<file path="config.mk">
export PLATFORM = sky130hd
export DESIGN_NAME = mdm_ctrl_top
export DESIGN_NICKNAME = d
export VERILOG_FILES = /design/src/rtl/mdm_pkg.sv /design/src/rtl/mdm_sync.sv /design/src/rtl/mdm_status.sv /design/src/rtl/mdm_txgate.sv /design/src/rtl/mdm_ctrl_top.sv
export SDC_FILE = /design/constraint.sdc
export NUM_CORES = 1
export LEC_CHECK = 0
export BUFFER_PORTS_ARGS = -buffer_cell sky130_fd_sc_hd__buf_2
export CORE_MARGIN = 4
export CORE_UTILIZATION = 36
export CTS_BUF_LIST = sky130_fd_sc_hd__clkbuf_8
export CTS_CLUSTER_DIAMETER = 30
export DETAILED_ROUTE_END_ITERATION = 10
export PLACE_DENSITY_LB_ADDON = 0.1
export SLEW_MARGIN = 15
export SYNTH_ARGS = -nofsm -noshare
export SYNTH_HDL_FRONTEND = slang
export SYNTH_SLANG_ARGS = --single-unit
</file>
<file path="constraint.sdc">
create_clock -name clk -period 0.8 [get_ports clk]
set_input_delay 0.12 -clock clk [delete_from_list [all_inputs] [get_ports clk]]
set_output_delay 0.12 -clock clk [all_outputs]
set_load 0.02 [all_outputs]
</file>
<file path="src/rtl/mdm_pkg.sv">
package mdm_pkg;
  localparam int REG_W    = 8;
  localparam int CTRL_W   = 4;
  localparam int NUM_MDM  = 4;
  // status input index, also the change-flag position
  localparam int IX_CTS = 0;
  localparam int IX_DSR = 1;
  localparam int IX_RI  = 2;
  localparam int IX_CD  = 3;
  // control bit positions
  localparam int CB_DTR = 0;
  localparam int CB_RTS = 1;
  localparam int CB_OP1 = 2;
  localparam int CB_OP2 = 3;
  typedef logic [NUM_MDM-1:0] mdm_vec_t;
endpackage

</file>
<file path="src/rtl/mdm_sync.sv">
module mdm_sync #(
  parameter int W      = 4,
  parameter int STAGES = 2,
  parameter logic [W-1:0] RST_VAL = '1
) (
  input  logic         clk,
  input  logic         rst,
  input  logic [W-1:0] d,
  output logic [W-1:0] q
);
  logic [STAGES-1:0][W-1:0] stg;

  genvar g;
  generate
    for (g = 0; g < STAGES; g++) begin : g_stage
      if (g == 0) begin : g_first
        always_ff @(posedge clk) begin
          if (rst) stg[g] <= RST_VAL;
          else     stg[g] <= d;
        end
      end else begin : g_next
        always_ff @(posedge clk) begin
          if (rst) stg[g] <= RST_VAL;
          else     stg[g] <= stg[g-1];
        end
      end
    end
  endgenerate

  assign q = stg[STAGES-1];
endmodule

</file>
<file path="src/rtl/mdm_status.sv">
module mdm_status
  import mdm_pkg::*;
(
  input  logic     clk,
  input  logic     rst,
  input  mdm_vec_t act,     // synchronised levels, 1 = asserted
  input  logic     rd,
  output mdm_vec_t delta,
  output logic     msc
);
  mdm_vec_t prev_q, delta_q, ev;

  always_comb begin
    ev         = act ^ prev_q;
    // ring flag: only when the ring indication ends
    ev[IX_RI]  = prev_q[IX_RI] & ~act[IX_RI];
  end

  always_ff @(posedge clk) begin
    if (rst) begin
      prev_q  <= '0;
      delta_q <= '0;
    end else begin
      prev_q  <= act;
      delta_q <= (rd ? '0 : delta_q) | ev;
    end
  end

  assign delta = delta_q;
  assign msc   = |delta_q;
endmodule

</file>
<file path="src/rtl/mdm_txgate.sv">
module mdm_txgate #(
  parameter int DW = 8
) (
  input  logic          en,
  input  logic          cts_act,
  input  logic          in_valid,
  output logic          in_ready,
  input  logic [DW-1:0] in_data,
  output logic          out_valid,
  input  logic          out_ready,
  output logic [DW-1:0] out_data,
  output logic          allow
);
  assign allow     = ~en | cts_act;
  assign out_valid = in_valid & allow;
  assign in_ready  = out_ready & allow;
  assign out_data  = in_data;
endmodule

</file>
<file path="src/rtl/mdm_ctrl_top.sv">
module mdm_ctrl_top
  import mdm_pkg::*;
#(
  parameter int DATA_W      = 8,
  parameter int SYNC_STAGES = 2
) (
  input  logic              clk,
  input  logic              rst,
  input  logic              mcr_we,
  input  logic [REG_W-1:0]  mcr_wdata,
  output logic [REG_W-1:0]  mcr_rdata,
  input  logic              msr_rd,
  output logic [REG_W-1:0]  msr_rdata,
  output logic              msc_irq,
  input  logic              auto_cts_en,
  input  logic              cts_n,
  input  logic              dsr_n,
  input  logic              ri_n,
  input  logic              cd_n,
  output logic              dtr_n,
  output logic              rts_n,
  output logic              op1_n,
  output logic              op2_n,
  input  logic              tx_in_valid,
  output logic              tx_in_ready,
  input  logic [DATA_W-1:0] tx_in_data,
  output logic              tx_out_valid,
  input  logic              tx_out_ready,
  output logic [DATA_W-1:0] tx_out_data,
  output logic              tx_allow
);
  localparam int PAD_W = REG_W - CTRL_W;

  logic [CTRL_W-1:0] ctrl_q;
  mdm_vec_t          pins_n, sync_n, act, delta;

  always_ff @(posedge clk) begin
    if (rst)         ctrl_q <= '0;
    else if (mcr_we) ctrl_q <= mcr_wdata[CTRL_W-1:0];
  end

  assign mcr_rdata = {{PAD_W{1'b0}}, ctrl_q};
  assign dtr_n     = ~ctrl_q[CB_DTR];
  assign rts_n     = ~ctrl_q[CB_RTS];
  assign op1_n     = ~ctrl_q[CB_OP1];
  assign op2_n     = ~ctrl_q[CB_OP2];

  always_comb begin
    pins_n         = '1;
    pins_n[IX_CTS] = cts_n;
    pins_n[IX_DSR] = dsr_n;
    pins_n[IX_RI]  = ri_n;
    pins_n[IX_CD]  = cd_n;
  end

  mdm_sync #(.W(NUM_MDM), .STAGES(SYNC_STAGES), .RST_VAL('1)) u_sync (
    .clk(clk), .rst(rst), .d(pins_n), .q(sync_n)
  );

  assign act = ~sync_n;

  mdm_status u_status (
    .clk(clk), .rst(rst), .act(act), .rd(msr_rd),
    .delta(delta), .msc(msc_irq)
  );

  assign msr_rdata = {act[IX_CD], act[IX_RI], act[IX_DSR], act[IX_CTS], delta};

  mdm_txgate #(.DW(DATA_W)) u_gate (
    .en(auto_cts_en), .cts_act(act[IX_CTS]),
    .in_valid(tx_in_valid), .in_ready(tx_in_ready), .in_data(tx_in_data),
    .out_valid(tx_out_valid), .out_ready(tx_out_ready), .out_data(tx_out_data),
    .allow(tx_allow)
  );
endmodule

</file>
==> summary.txt, run 1 <==
Critical path
  • CP startpoint kind: flip-flop
  • Cell Chain, Critical Path: or4_4 > buf_6
  • WP data arrival: around 1.3 ns
  • Max FO, Critical Path: 2
  • Buf/Inv on CP: 1
  • Crit path max-delay family: simple AND/OR/NAND/NOR gates
  • CP max-delay cell: or4_4
  • Critical path class: reg -> out
  • Critical path required time: just under 0.7 ns
  • CP Capture Type: primary output
  • Max stage delay on crit path: between 0.5 and 0.6 ns

Timing
  • Max Slew Vio Count: 0
  • Max Clk Rate: between 700 and 800 MHz
  • Count of final setup violators: 22
  • Clock skew: between 0.0003 and 0.0004 ns
  • Final hold viol count: 0
  • Final Cycle Share: 171%
  • Fin crit period: around 1.4 ns
  • Setup TNS: -2.71 ns
  • RSZ-0062 raised after global routing: true
  • Worst setup margin: -0.566 ns

Clock network
  • Clock-pin slew on the worst setup and hold paths: ~0.070 ns
  • Clock sinks: 20
  • Root buffer cell: clkbuf_8
  • Cts bufs inserted: 3
  • # hold bufs at CTS: 0
  • H-tree depth: 1
  • Clk buf depth: 2
  • TritonCTS clock tree: yes
  • Clock Latency Late Sink: 0.25 ns

Placed design
  • Post-DP HPWL: ~1000 um
  • Post-placement cell area: roughly 920 um2
  • Gpl congestion: 0.620
  • Port-buffer cells: 34
  • Setup WS pre-CTS: -0.304 ns

Finish
  • Final nets: 149
  • Post-layout util: approximately 62%
  • Most common cell after layout, fill and taps aside: buf_6
  • Area Growth Syn to Fin: 61.4%
  • Layout cells sized above 1: about 71%
  • N_diodes: 0
  • Most frequent cells in the layout: 27 x buf_6, 14 x buf_2, 12 x dfxtp_2
  • Fin area: 0.00123 mm2

Synthesis
  • Synth top area cells: dfxtp_1 52%, buf_4 13%, or2_2 6.5%, mux2i_1 5.2%, inv_1 3.9%
  • Synth Cell Area: around 760 um2
  • Avg Cell Area, Syn: about 9.4 um2
  • Yosys warnings: 0
  • Seq cells post-synth: 20
  • Post-Synthesis Cells: a little over 80
  • Area share of the largest cell type after synthesis: 52.4%
  • Largest area contributor in the netlist: dfxtp_1
  • Seq/Total Area, Yosys: 52.4%
  • Netlist cell types: 16

Route
  • Number of DRC markers in iteration 0: 3
  • Post-Route WL: roughly 1.4 mm
  • Drt pass-1 iters: 4
  • Post-DR wirelength/cell: 9.46 um
  • Via density per instance: around 3.9
  • Vias: 577
  • ANT nets after route: 0
  • DRC: 0

Power
  • Sw Share: between 20% and 30%
  • Sequential share of power: 43.4%
  • Pwr dens: a little over 2000 mW/mm2
  • Sw power: 0.532 mW
  • Combinational share of power: 17.0%
  • Internal power: ~1.9 mW
  • Clk network pwr share: 39.6%
  • Static leakage: around 0.60 nW
  • Worst VDD drop: roughly 1500 uV

Floorplan
  • Die span in y: 54.1 um
  • Die Width: 54.1 um
  • Die area: 0.00292 mm2
  • Initial Util: about two fifths
  • # IOs: just under 60
  • Placement row count: 16
  • Core area: about 0.002 mm2

Job
  • MaxCap Viol Count: 0

Global route
  • GRT Overall Usage: between 10% and 20%
  • Vias in the first global route: approximately 540
  • First-pass GRT wire length: approximately 2.2 mm
  • Pin count of the biggest net entering global routing: 15
  • Congestion Overflow GR: 0
  • Initial antenna violation count: 0

Status
  • Status: finished, violations left
  • Failing checks: negative setup slack

Hold path
  • Min-delay worst type: in -> reg
## metal layers
layer / global-route usage, % / routed length (um) / part of all wire, %
met1: 11.2 / 560 / 40
met2: 18.1 / 714 / 51
met3: 2.49 / 117 / 8.4
met4: 6.22 / 8 / 0.57
met5: 0 / 0 / 0
## logic make-up after synthesis
group           count (synthesis)  share of synthesized area, %
simple gates                   25                          17.5
buf+inv                        24                          18.3
flops                          20                          52.4
compound gates                  4                          2.62
mux                             4                          5.24
xor+xnor                        3                          3.44
other cells                     1                         0.491
## cell type report
cell class                 count  area [um2]
timing repair buffer          49         434
sequential                    20         415
fill                         168         748
clock buffer                   3        41.3
tap                           27        33.8
clock inverter                 1        30.0
multi-input combinational     40         249
inverter                       8        30.0
## what timing repair did
item | 4_1_cts | 5_1_grt
setup buffers | 5 | 6
resized for setup | 61 | 4
setup endpoints to repair | 21 | 23
pin swaps | 5 | 1
## metrics by stage
step | cells | total power, mW | hold WS, ns
after floorplan | 84 | 1.35 | 0.224
after global placement | 134 | 1.39 | 0.240
after detailed placement | 134 | 1.39 | 0.240
after CTS | 143 | 2.49 | 0.0369
after global routing | 148 | 2.59 | 0.0431
final | 148 | 2.48 | 0.0430
## final timing paths
check                    start                end  slack [ns]  cells after the start
max          u_status.delta[2]            msc_irq       -0.57                      2
min                      cts_n      u_sync.stg[0]        0.04                      2
max reg2reg        u_sync.q[0]  u_status.delta[0]       -0.05                      4
min reg2reg      u_sync.stg[2]        u_sync.q[2]        0.41                      1
## sequential cells by signal, summed over array words and instances (netlist names)
register / flops
u_status.prev_q: 4
ctrl_q: 4
u_sync.q: 4
u_sync.stg: 4
u_status.delta: 4
## power by group through the flow
| stage | clock, mW | combinational (mW) | sequential, mW |
|---|---|---|---|
| floorplan | 0 | 0.235 | 1.12 |
| global placement | 0 | 0.299 | 1.09 |
| detailed placement | 0 | 0.303 | 1.09 |
| CTS | 1.01 | 0.409 | 1.08 |
| global route | 1.05 | 0.455 | 1.08 |
| finish | 0.983 | 0.422 | 1.08 |
## cell usage after synthesis
| cell type | count |
|---|---|
| a21oi_1 | 4 |
| and2_1 | 2 |
| buf_4 | 13 |
| clkbuf_1 | 2 |
| clkbuf_2 | 1 |
| conb_1 | 1 |
| dfxtp_1 | 20 |
| inv_1 | 8 |
| mux2i_1 | 4 |
| nand2_1 | 2 |
| nand2b_1 | 3 |
| nor2_1 | 8 |
| or2_2 | 8 |
| or2b_1 | 1 |
| or4_1 | 1 |
| xor2_1 | 3 |
Note: power is estimated with default switching activity, not from simulation.
==> inputs of run 2 (changes only) <==
Settings changed: CORE_UTILIZATION 36 to 34, CTS_BUF_LIST sky130_fd_sc_hd__clkbuf_8 to default.
==> run 2 against run 1 <==
  * The run still ends with negative setup slack left
  * Clock skew up 0.0076 ns
  * Non-clock buffer count down 4
  * Wire length down 2.7%
  * First-iteration DRC count down 67%
  * Via count up 0.35%
  * Critical path depth unchanged
  * Sequential share of layout area up 2.1 points
  * Cell count down 2.7%
  * Critical endpoint unchanged
  * Maximum frequency down 2.8%
  * Core utilization down 5.3 points
  * Worst setup slack worse by 0.039 ns
  * Highest routed layer unchanged
==> summary.txt, run 2 (same netlist as run 1, synthesis figures left out) <==
Critical path
  • Reg2reg start: u_sync.q[0]
  • CP Capture Type: primary output
  • R2R setup slack: -0.06 ns
  • WP data arrival: ~1.3 ns
  • CP max-delay cell: or4_4
  • Critical path class: reg -> out
  • Cell Chain, Critical Path: or4_4 > buf_6
  • Max stage delay on crit path: 0.53 ns
  • Critical path required time: roughly 0.7 ns
  • CP startpoint kind: flip-flop
  • Max FO, Critical Path: 2
  • R2R depth: 4
  • Reg2reg end: u_status.delta[0]

Floorplan
  • Core area: a little over 0.002 mm2
  • Die Width: 55.4 um
  • Initial Util: 37.4%
  • Die span in y: ~55 um
  • Die area: a little over 0.003 mm2
  • # IOs: about 60
  • Placement row count: 16

Clock network
  • Root buffer cell: clkbuf_4
  • H-tree depth: 1
  • TritonCTS clock tree: yes
  • Clk buf depth: 2
  • Clock sinks: 20
  • Clock Latency Late Sink: 0.29 ns
  • Cts bufs inserted: 3
  • Clock-pin slew on the worst setup and hold paths: between 0.1 and 0.15 ns

Timing
  • Final hold viol count: 0
  • Min Hold Slack: ~0.002 ns
  • Fin crit period: roughly 1.4 ns
  • Max Slew Vio Count: 0
  • Max Clk Rate: 712 MHz
  • Clock skew: a little under 0.008 ns
  • Count of final setup violators: 22
  • Final Cycle Share: 176%
  • RSZ-0062 raised after global routing: true
  • Worst setup margin: -0.605 ns
  • Setup TNS: -3.52 ns

Route
  • ANT nets after route: 0
  • DRC: 0
  • Number of DRC markers in iteration 0: 1
  • Vias: between 500 and 600
  • Drt pass-1 iters: 2
  • Via density per instance: just over 4
  • Post-Route WL: roughly 1.4 mm
  • Post-DR wirelength/cell: approximately 9.5 um

Hold path
  • Hold endpoint: u_sync.stg[3]
  • Min-delay worst type: in -> reg
  • Hold Path Depth: 2
  • Hold_sp: cd_n

Job
  • MaxCap Viol Count: 0

Finish
  • Final Instance Count excl. Fillers: between 100 and 150
  • Area Growth Syn to Fin: 52.0%
  • Most common cell after layout, fill and taps aside: buf_6
  • Post-layout util: a little under three fifths
  • Fin area: 0.00116 mm2
  • N_diodes: 0
  • Most frequent cells in the layout: 25 x buf_6, 14 x buf_2, 12 x dfxtp_2
  • Final nets: 145
  • Layout cells sized above 1: between 70% and 80%

Placed design
  • Port-buffer cells: 34
  • Setup WS pre-CTS: -0.307 ns
  • Gpl congestion: about 0.64
  • Placed cell count: roughly 140
  • Post-placement cell area: just over 900 um2
  • Post-DP HPWL: 1.03 mm

Global route
  • Initial antenna violation count: 0
  • Congestion Overflow GR: 0
  • First-pass GRT wire length: around 2.4 mm
  • Vias in the first global route: 574
  • Pin count of the biggest net entering global routing: 12
  • GRT Overall Usage: about a tenth

Power
  • Worst VDD drop: about 1200 uV
  • Static leakage: approximately 0.56 nW
  • Power consumption: between 2 and 2.5 mW
  • Pwr dens: roughly 1800 mW/mm2

Status
  • Failing checks: negative setup slack
  • Status: finished, violations left
==> run 2: changes by cell type in the layout (fill, tap and decap cells not counted) <==
cell       change
buf_4          -2
clkbuf_8       -2
a21oi_2        +1
bufinv_16      -1
a21oi_1        -1
nand2_2        -1
clkbuf_4       +3
nand2_1        +1
buf_6          -2
==> run 2: what timing repair did <==
action	in CTS	in global routing
cloned	0	0
endpoints found under the setup margin	21	23
gates resized for setup	61	3
pin swaps	7	0
buffers inserted	6	2
hold endpoints to repair	4	2
==> run 2: worst max-delay path: cells and delay by family (launching register included) <==
kind | cells | cell delay, ns
flip-flops | 1 | 0.33
AND/OR/NAND/NOR | 1 | 0.53
buffers and inverters | 1 | 0.15
==> run 2: final cells by class <==
cell class / instances / area, um2
Fill cell: 197 / 880
Sequential cell: 20 / 415
Timing Repair Buffer: 45 / 397
Multi-Input combinational cell: 40 / 250
Clock buffer: 4 / 36.3
Tap cell: 27 / 33.8
Inverter: 8 / 30.0
==> run 2: metal layers <==
layer  global-route usage [%]  vias to the layer above  routed length [um]
li1                         -                      300                   -
met5                        0                        -                   0
met3                     2.10                        4                 100
met4                     4.86                        0                  15
met2                     16.9                       18                 727
met1                     11.0                      257                 519
==> run 2: power breakdown <==
part	switching (mW)	internal [mW]
clock network	0.281	0.277
registers	0.0272	1.05
logic	0.186	0.224
total	0.494	1.55
==> run 2: worst max path at each step <==
| stage | end | startpoint | cells after the start |
|---|---|---|---|
| global route | msc_irq | u_status.delta[1] | 2 |
| finish | msc_irq | u_status.delta[1] | 2 |
| CTS | msc_irq | u_status.delta[1] | 2 |
| detailed placement | msc_irq | u_status.delta[2] | 2 |
| floorplan | msc_irq | u_status.delta[2] | 1 |
| global placement | msc_irq | u_status.delta[2] | 2 |
